### config.mk
export PLATFORM = sky130hd
export DESIGN_NAME = lcd_phase_clkgen
export DESIGN_NICKNAME = d
export VERILOG_FILES = /design/src/rtl/lcd_clkgen_pkg.sv /design/src/rtl/lcd_prescaler.sv /design/src/rtl/lcd_phase_divider.sv /design/src/rtl/lcd_drive_pulse.sv /design/src/rtl/lcd_phase_clkgen.sv
export SDC_FILE = /design/constraint.sdc
export NUM_CORES = 1
export LEC_CHECK = 0
export ABC_CLOCK_PERIOD_IN_PS = 8500
export BUFFER_PORTS_ARGS = -buffer_cell sky130_fd_sc_hd__clkbuf_2
export CAP_MARGIN = 0
export CELL_PAD_IN_SITES_DETAIL_PLACEMENT = 1
export CELL_PAD_IN_SITES_GLOBAL_PLACEMENT = 1
export CORE_AREA = 2 2 80 82
export CTS_BUF_LIST = sky130_fd_sc_hd__clkbuf_4
export DETAILED_ROUTE_END_ITERATION = 16
export DIE_AREA = 0 0 82 84
export GPL_ROUTABILITY_DRIVEN = 0
export PLACE_DENSITY = 0.73
export SKIP_LAST_GASP = 1
export SYNTH_ARGS = -nofsm -noshare
export SYNTH_HDL_FRONTEND = slang
export SYNTH_SLANG_ARGS = --single-unit
### constraint.sdc
create_clock -name clk_i -period 8.5 [get_ports clk_i]
set_input_delay 1.7 -clock clk_i [delete_from_list [all_inputs] [get_ports clk_i]]
set_output_delay 1.7 -clock clk_i [all_outputs]
set_load 0.02 [all_outputs]
### src/rtl/lcd_clkgen_pkg.sv
package lcd_clkgen_pkg;

    // Registered single-bit flags driven out of the top level
    typedef struct packed {
        logic pre;
        logic phase;
        logic perm;
    } lcd_flags_t;

endpackage

### src/rtl/lcd_prescaler.sv
module lcd_prescaler #(
    parameter int PRE_W = 4
) (
    input  logic             clk_i,
    input  logic             rst_ni,
    input  logic             run_i,
    input  logic             clk_en_i,
    input  logic [PRE_W-1:0] pre_code_i,
    output logic             pre_evt_o
);
    localparam int CNT_W = (1 << PRE_W) - 1;

    logic [CNT_W-1:0] cnt_d, cnt_q;
    logic [CNT_W-1:0] mask;

    always_comb begin
        // Rollover mask: 2^P - 1 (wraps to all ones for the top code)
        mask      = (CNT_W'(1) << pre_code_i) - CNT_W'(1);
        pre_evt_o = run_i && clk_en_i && (cnt_q == mask);
        cnt_d     = cnt_q;
        if (!run_i) begin
            cnt_d = '0;
        end else if (pre_evt_o) begin
            cnt_d = '0;
        end else if (clk_en_i) begin
            cnt_d = cnt_q + CNT_W'(1);
        end
    end

    always_ff @(posedge clk_i or negedge rst_ni) begin
        if (!rst_ni) cnt_q <= '0;
        else         cnt_q <= cnt_d;
    end
endmodule

### src/rtl/lcd_phase_divider.sv
module lcd_phase_divider #(
    parameter int DIV_CODE_W = 4,
    parameter int DIV_BASE   = 16
) (
    input  logic                  clk_i,
    input  logic                  rst_ni,
    input  logic                  run_i,
    input  logic                  pre_evt_i,
    input  logic [DIV_CODE_W-1:0] div_code_i,
    output logic                  wrap_o
);
    localparam int DIV_MAX = DIV_BASE + (1 << DIV_CODE_W) - 1;
    localparam int DCNT_W  = $clog2(DIV_MAX + 1);

    logic [DCNT_W-1:0] cnt_d, cnt_q;
    logic [DCNT_W-1:0] last;

    always_comb begin
        last   = DCNT_W'(DIV_BASE) + DCNT_W'(div_code_i) - DCNT_W'(1);
        wrap_o = pre_evt_i && (cnt_q == last);
        cnt_d  = cnt_q;
        if (!run_i) begin
            cnt_d = '0;
        end else if (wrap_o) begin
            cnt_d = '0;
        end else if (pre_evt_i) begin
            cnt_d = cnt_q + DCNT_W'(1);
        end
    end

    always_ff @(posedge clk_i or negedge rst_ni) begin
        if (!rst_ni) cnt_q <= '0;
        else         cnt_q <= cnt_d;
    end
endmodule

### src/rtl/lcd_drive_pulse.sv
module lcd_drive_pulse #(
    parameter int PULSE_W = 3
) (
    input  logic               clk_i,
    input  logic               rst_ni,
    input  logic               run_i,
    input  logic               phase_evt_i,
    input  logic               pre_evt_i,
    input  logic [PULSE_W-1:0] pulse_len_i,
    output logic               pulse_on_o
);
    typedef struct packed {
        logic [PULSE_W-1:0] rem;
        logic               on;
    } pulse_st_t;

    pulse_st_t st_d, st_q;

    always_comb begin
        st_d = st_q;
        if (!run_i) begin
            st_d = '0;
        end else if (phase_evt_i) begin
            st_d.rem = pulse_len_i;
            st_d.on  = (pulse_len_i != '0);
        end else if (pre_evt_i && (st_q.rem != '0)) begin
            st_d.rem = st_q.rem - PULSE_W'(1);
            st_d.on  = (st_q.rem != PULSE_W'(1));
        end
    end

    always_ff @(posedge clk_i or negedge rst_ni) begin
        if (!rst_ni) st_q <= '0;
        else         st_q <= st_d;
    end

    assign pulse_on_o = st_q.on;
endmodule

### src/rtl/lcd_phase_clkgen.sv
module lcd_phase_clkgen
    import lcd_clkgen_pkg::*;
#(
    parameter int PRE_W      = 4,
    parameter int DIV_CODE_W = 4,
    parameter int DIV_BASE   = 16,
    parameter int PULSE_W    = 3
) (
    input  logic                  clk_i,
    input  logic                  rst_ni,
    input  logic                  clk_en_i,
    input  logic                  run_i,
    input  logic [PRE_W-1:0]      pre_code_i,
    input  logic [DIV_CODE_W-1:0] div_code_i,
    input  logic [PULSE_W-1:0]    pulse_len_i,
    input  logic                  hd_perm_i,
    output logic                  pre_tick_o,
    output logic                  phase_tick_o,
    output logic                  hd_strobe_o
);
    typedef struct packed {
        logic [PRE_W-1:0]      pre;
        logic [DIV_CODE_W-1:0] div;
    } cfg_t;

    cfg_t       cfg_d, cfg_q;
    lcd_flags_t flg_d, flg_q;
    logic       pre_evt;
    logic       wrap_evt;
    logic       pulse_on;

    lcd_prescaler #(.PRE_W(PRE_W)) u_presc (
        .clk_i      (clk_i),
        .rst_ni     (rst_ni),
        .run_i      (run_i),
        .clk_en_i   (clk_en_i),
        .pre_code_i (cfg_q.pre),
        .pre_evt_o  (pre_evt)
    );

    lcd_phase_divider #(.DIV_CODE_W(DIV_CODE_W), .DIV_BASE(DIV_BASE)) u_div (
        .clk_i      (clk_i),
        .rst_ni     (rst_ni),
        .run_i      (run_i),
        .pre_evt_i  (pre_evt),
        .div_code_i (cfg_q.div),
        .wrap_o     (wrap_evt)
    );

    lcd_drive_pulse #(.PULSE_W(PULSE_W)) u_pulse (
        .clk_i       (clk_i),
        .rst_ni      (rst_ni),
        .run_i       (run_i),
        .phase_evt_i (wrap_evt),
        .pre_evt_i   (pre_evt),
        .pulse_len_i (pulse_len_i),
        .pulse_on_o  (pulse_on)
    );

    always_comb begin
        cfg_d = cfg_q;
        // Settings are taken while parked or at a divider wrap only
        if (!run_i || wrap_evt) begin
            cfg_d.pre = pre_code_i;
            cfg_d.div = div_code_i;
        end
        flg_d.pre   = pre_evt;
        flg_d.phase = wrap_evt;
        flg_d.perm  = run_i && hd_perm_i;
    end

    always_ff @(posedge clk_i or negedge rst_ni) begin
        if (!rst_ni) begin
            cfg_q <= '0;
            flg_q <= '0;
        end else begin
            cfg_q <= cfg_d;
            flg_q <= flg_d;
        end
    end

    assign pre_tick_o   = flg_q.pre;
    assign phase_tick_o = flg_q.phase;
    assign hd_strobe_o  = flg_q.perm || pulse_on;
endmodule

==> impl_metrics.py <==
metrics = {
    "clocking": {
        "cts_buffer_depth": 2,
        "cts_buffers": 5,
        "root_buffer": "clkbuf_4",
        "cts_resized": 0,
        "clk_latency_ns": 0.34,
        "holdBufCountCts": 0,
        "clkTransAtPathRegs_ns": 0.12,
        "clock-sinks": 35,
        "cts_tree": "yes",
        "h-tree-depth": 2,
        "cts_setup_buffers": 0,
    },
    "sta": {
        "rsz0062_at_grt": "no",
        "slew_headroom": 0.3419,
        "final.period_utilization": 0.4814,
        "period_minus_slack_ns": 4.092,
        "finalHoldViolCount": 0,
        "slew_viol_final": 0,
        "fmax_mhz": 244.4,
        "finalSetupViolations": 0,
        "skew_ns": 0.009594,
        "tns_ns": 0,
        "tightestPinTransition_ns": 0.9835,
    },
    "synthesis": {
        "syn_inst": 303,
        "yosysWarningCount": 0,
        "seq_area_frac_synth": 0.3294,
        "avgSynthCellArea_um2": 8.775,
        "postSynth.asyncResetShare": 1.000,
        "yosys.cell_types.count": 63,
        "ys_ff_latch": 35,
        "synth_nets": 326,
        "synth.cell_area_um2": 2659,
        "synthFlopType": "dfrtp_1",
        "synth-edff-count": 0,
    },
    "final_layout": {
        "n_fill_cell": 746,
        "utilization": 0.4680,
        "fin_nets": 331,
        "register_area_um2": 875.8,
        "area_growth_pct": 7.294,
        "final_cell_mix": "dfrtp_1 (35), nor2_1 (18), nand2_1 (18), clkbuf_2 (18), nor3_1 (17)",
        "multiInputGateArea_um2": 1637,
        "n_antenna_cell": 0,
        "instances_no_fill": 386,
        "final_cell_area_um2": 2853,
        "layout_commonest_cell": "dfrtp_1",
        "drive_above_1_share": 0.1294,
    },
    "floorplanning": {
        "fp.dieH_um": 84,
        "dieArea_um2": 6888,
        "core_area_um2": 6096,
        "die_w_um": 82,
        "pin_count": 19,
        "initial_core_util": 0.4362,
        "rows": 29,
    },
    "power": {
        "p_per_area_nw_per_um2": 143.7,
        "fin_total_pwr_uw": 410.0,
        "power.leakage_nw": 1.146,
        "vdd_drop_max_mv": 0.08252,
    },
    "global_route": {
        "grt_pass1_wl_mm": 12.14,
        "track_usage": 0.2278,
        "grt_pass1_vias": 2387,
        "grt_max_degree": 36,
        "gr-total-overflow": 0,
        "antenna_found_initial": 0,
    },
    "critical_path": {
        "cpMaxStageDelayCell": "nor2_1",
        "cp_max_fo": 23,
        "r2r_slack_ns": 4.41,
        "crit_family": "simple AND/OR/NAND/NOR gates",
        "slowest_delay_ns": 0.79,
        "crit_type": "reg2reg",
        "path_cells": "or4_1, ha_1, or3_1, a21o_1, and3_4, or4_4, nor2_1, a32o_1",
        "cp.required_ns": 8.78,
        "cp.buffers_inverters": 0,
        "endpoint_kind": "flop",
        "arrival_ns": 4.37,
        "crit_path_start_kind": "flop",
    },
    "detailed_routing": {
        "first_pass_iters": 4,
        "viasPerCell": 6.168,
        "finalWirelength_mm": 7.141,
        "drtAntennaViolNets": 0,
        "detail_route.wl_per_cell_um": 18.50,
        "vias": 2381,
        "post-route-drc-count": 0,
        "drt-initial-drc-count": 91,
    },
    "job": {
        "max_cap_violations": 0,
    },
    "placed_design": {
        "postPlaceCellArea_um2": 2748,
        "post-dp-hpwl_mm": 5.010,
        "placed_cells": 378,
        "portBuffers": 18,
    },
    "min_path": {
        "min_path_type": "reg2reg",
    },
    "outcome": {
        "status": "completed",
    },
}
final cells by class:
type,instances,share of cell area
Timing Repair Buffer,19,0.03421
Clock inverter,2,0.02105
Sequential cell,35,0.3070
Multi-Input combinational cell,236,0.5737
Inverter,11,0.01447
Tap cell,77,0.03377
Clock buffer,6,0.01579
synth_stat cells (2+ instances only):
| cell type | number | area share |
|---|---|---|
| and2_1 | 2 | 0.0047 |
| clkbuf_1 | 11 | 0.016 |
| nor2b_1 | 15 | 0.035 |
| nand3b_1 | 3 | 0.0085 |
| o31ai_1 | 6 | 0.017 |
| a32o_1 | 3 | 0.011 |
| buf_2 | 6 | 0.011 |
| xnor2_1 | 10 | 0.033 |
| nor2_1 | 18 | 0.025 |
| o211a_1 | 2 | 0.0075 |
| nand2_1 | 18 | 0.025 |
| a22o_1 | 2 | 0.0066 |
| nor4b_1 | 2 | 0.0066 |
| inv_1 | 11 | 0.016 |
| nand4b_1 | 3 | 0.0099 |
| and4_1 | 3 | 0.0099 |
| o21ai_0 | 13 | 0.024 |
| a211o_1 | 3 | 0.0099 |
| xor2_1 | 9 | 0.030 |
| nor3_1 | 17 | 0.032 |
| nand2b_1 | 4 | 0.0094 |
| buf_6 | 2 | 0.0085 |
| nand3_1 | 11 | 0.021 |
| a21oi_1 | 9 | 0.017 |
| dfrtp_1 | 35 | 0.33 |
| ha_1 | 7 | 0.033 |
| or2_2 | 2 | 0.0047 |
| nor4_1 | 3 | 0.0071 |
| mux2i_1 | 2 | 0.0075 |
| o22ai_1 | 2 | 0.0047 |
| nor3b_1 | 4 | 0.011 |
| a211oi_1 | 5 | 0.014 |
| a31o_1 | 2 | 0.0066 |
| or3_1 | 3 | 0.0071 |
| a41oi_1 | 9 | 0.030 |
| nand4_1 | 5 | 0.012 |
| or4_1 | 4 | 0.011 |
| o211ai_1 | 9 | 0.025 |
| and3_1 | 4 | 0.0094 |
per-stage QoR:
step,worst slack (ns),hold slack (ns)
2_1_floorplan,5.199,0.4937
3_3_place_gp,4.355,0.5164
3_5_place_dp,4.260,0.5258
4_1_cts,4.422,0.5569
5_1_grt,4.147,0.5640
6_report,4.408,0.5550
final timing paths:
| path | startpoint | endpoint | cells after the start |
|---|---|---|---|
| worst max-delay path | cfg_q[7]$_DFFE_PN0P_ | u_pulse.st_q[3]$_DFFE_PN0P_ | 8 |
| worst min-delay path | u_pulse.pulse_on_o$_DFFE_PN0P_ | u_pulse.pulse_on_o$_DFFE_PN0P_ | 1 |
| worst max register to register | cfg_q[7]$_DFFE_PN0P_ | u_pulse.st_q[3]$_DFFE_PN0P_ | 8 |
| worst min register to register | u_pulse.pulse_on_o$_DFFE_PN0P_ | u_pulse.pulse_on_o$_DFFE_PN0P_ | 1 |
| max in group asynchronous | rst_ni | u_presc.cnt_q[12]$_DFFE_PN0P_ | 1 |
| min in group asynchronous | rst_ni | cfg_q[6]$_DFFE_PN0P_ | 1 |
logic make-up (layout without fill, tap and decap cells):
group,after synthesis,count (layout),share of synthesized area
AOI/OAI and AO/OA,79,79,0.2212
xor gates and xnor gates,19,19,0.06259
adders and majority gates,7,7,0.03294
and+or+nand+nor,129,129,0.2913
buffers and inverters,32,38,0.05506
DFF,35,35,0.3294
muxes,2,2,0.007530
sequential cells by signal, summed over array words and instances (netlist names):
signal              cells
u_pulse.pulse_on_o      1
u_pulse.st_q            3
u_div.cnt_q             5
flg_q                   1
cfg_q                   8
phase_tick_o            1
pre_tick_o              1
u_presc.cnt_q          15
routing by layer:
metal,vias up,wire [um],track usage,part of all wire
li1,1149,-,-,-
met1,1194,3338,0.3163,0.47
met2,32,3566,0.3732,0.50
met3,6,169,0.02922,0.024
met4,0,68,0.05455,0.0095
met5,-,0,0,0
where the power goes:
| group | internal [mW] | switching, mW |
|---|---|---|
| clock | 0.0950 | 0.0596 |
| sequential | 0.171 | 0.0120 |
| combinational | 0.0279 | 0.0450 |
Power figures use the tool's default switching activity.
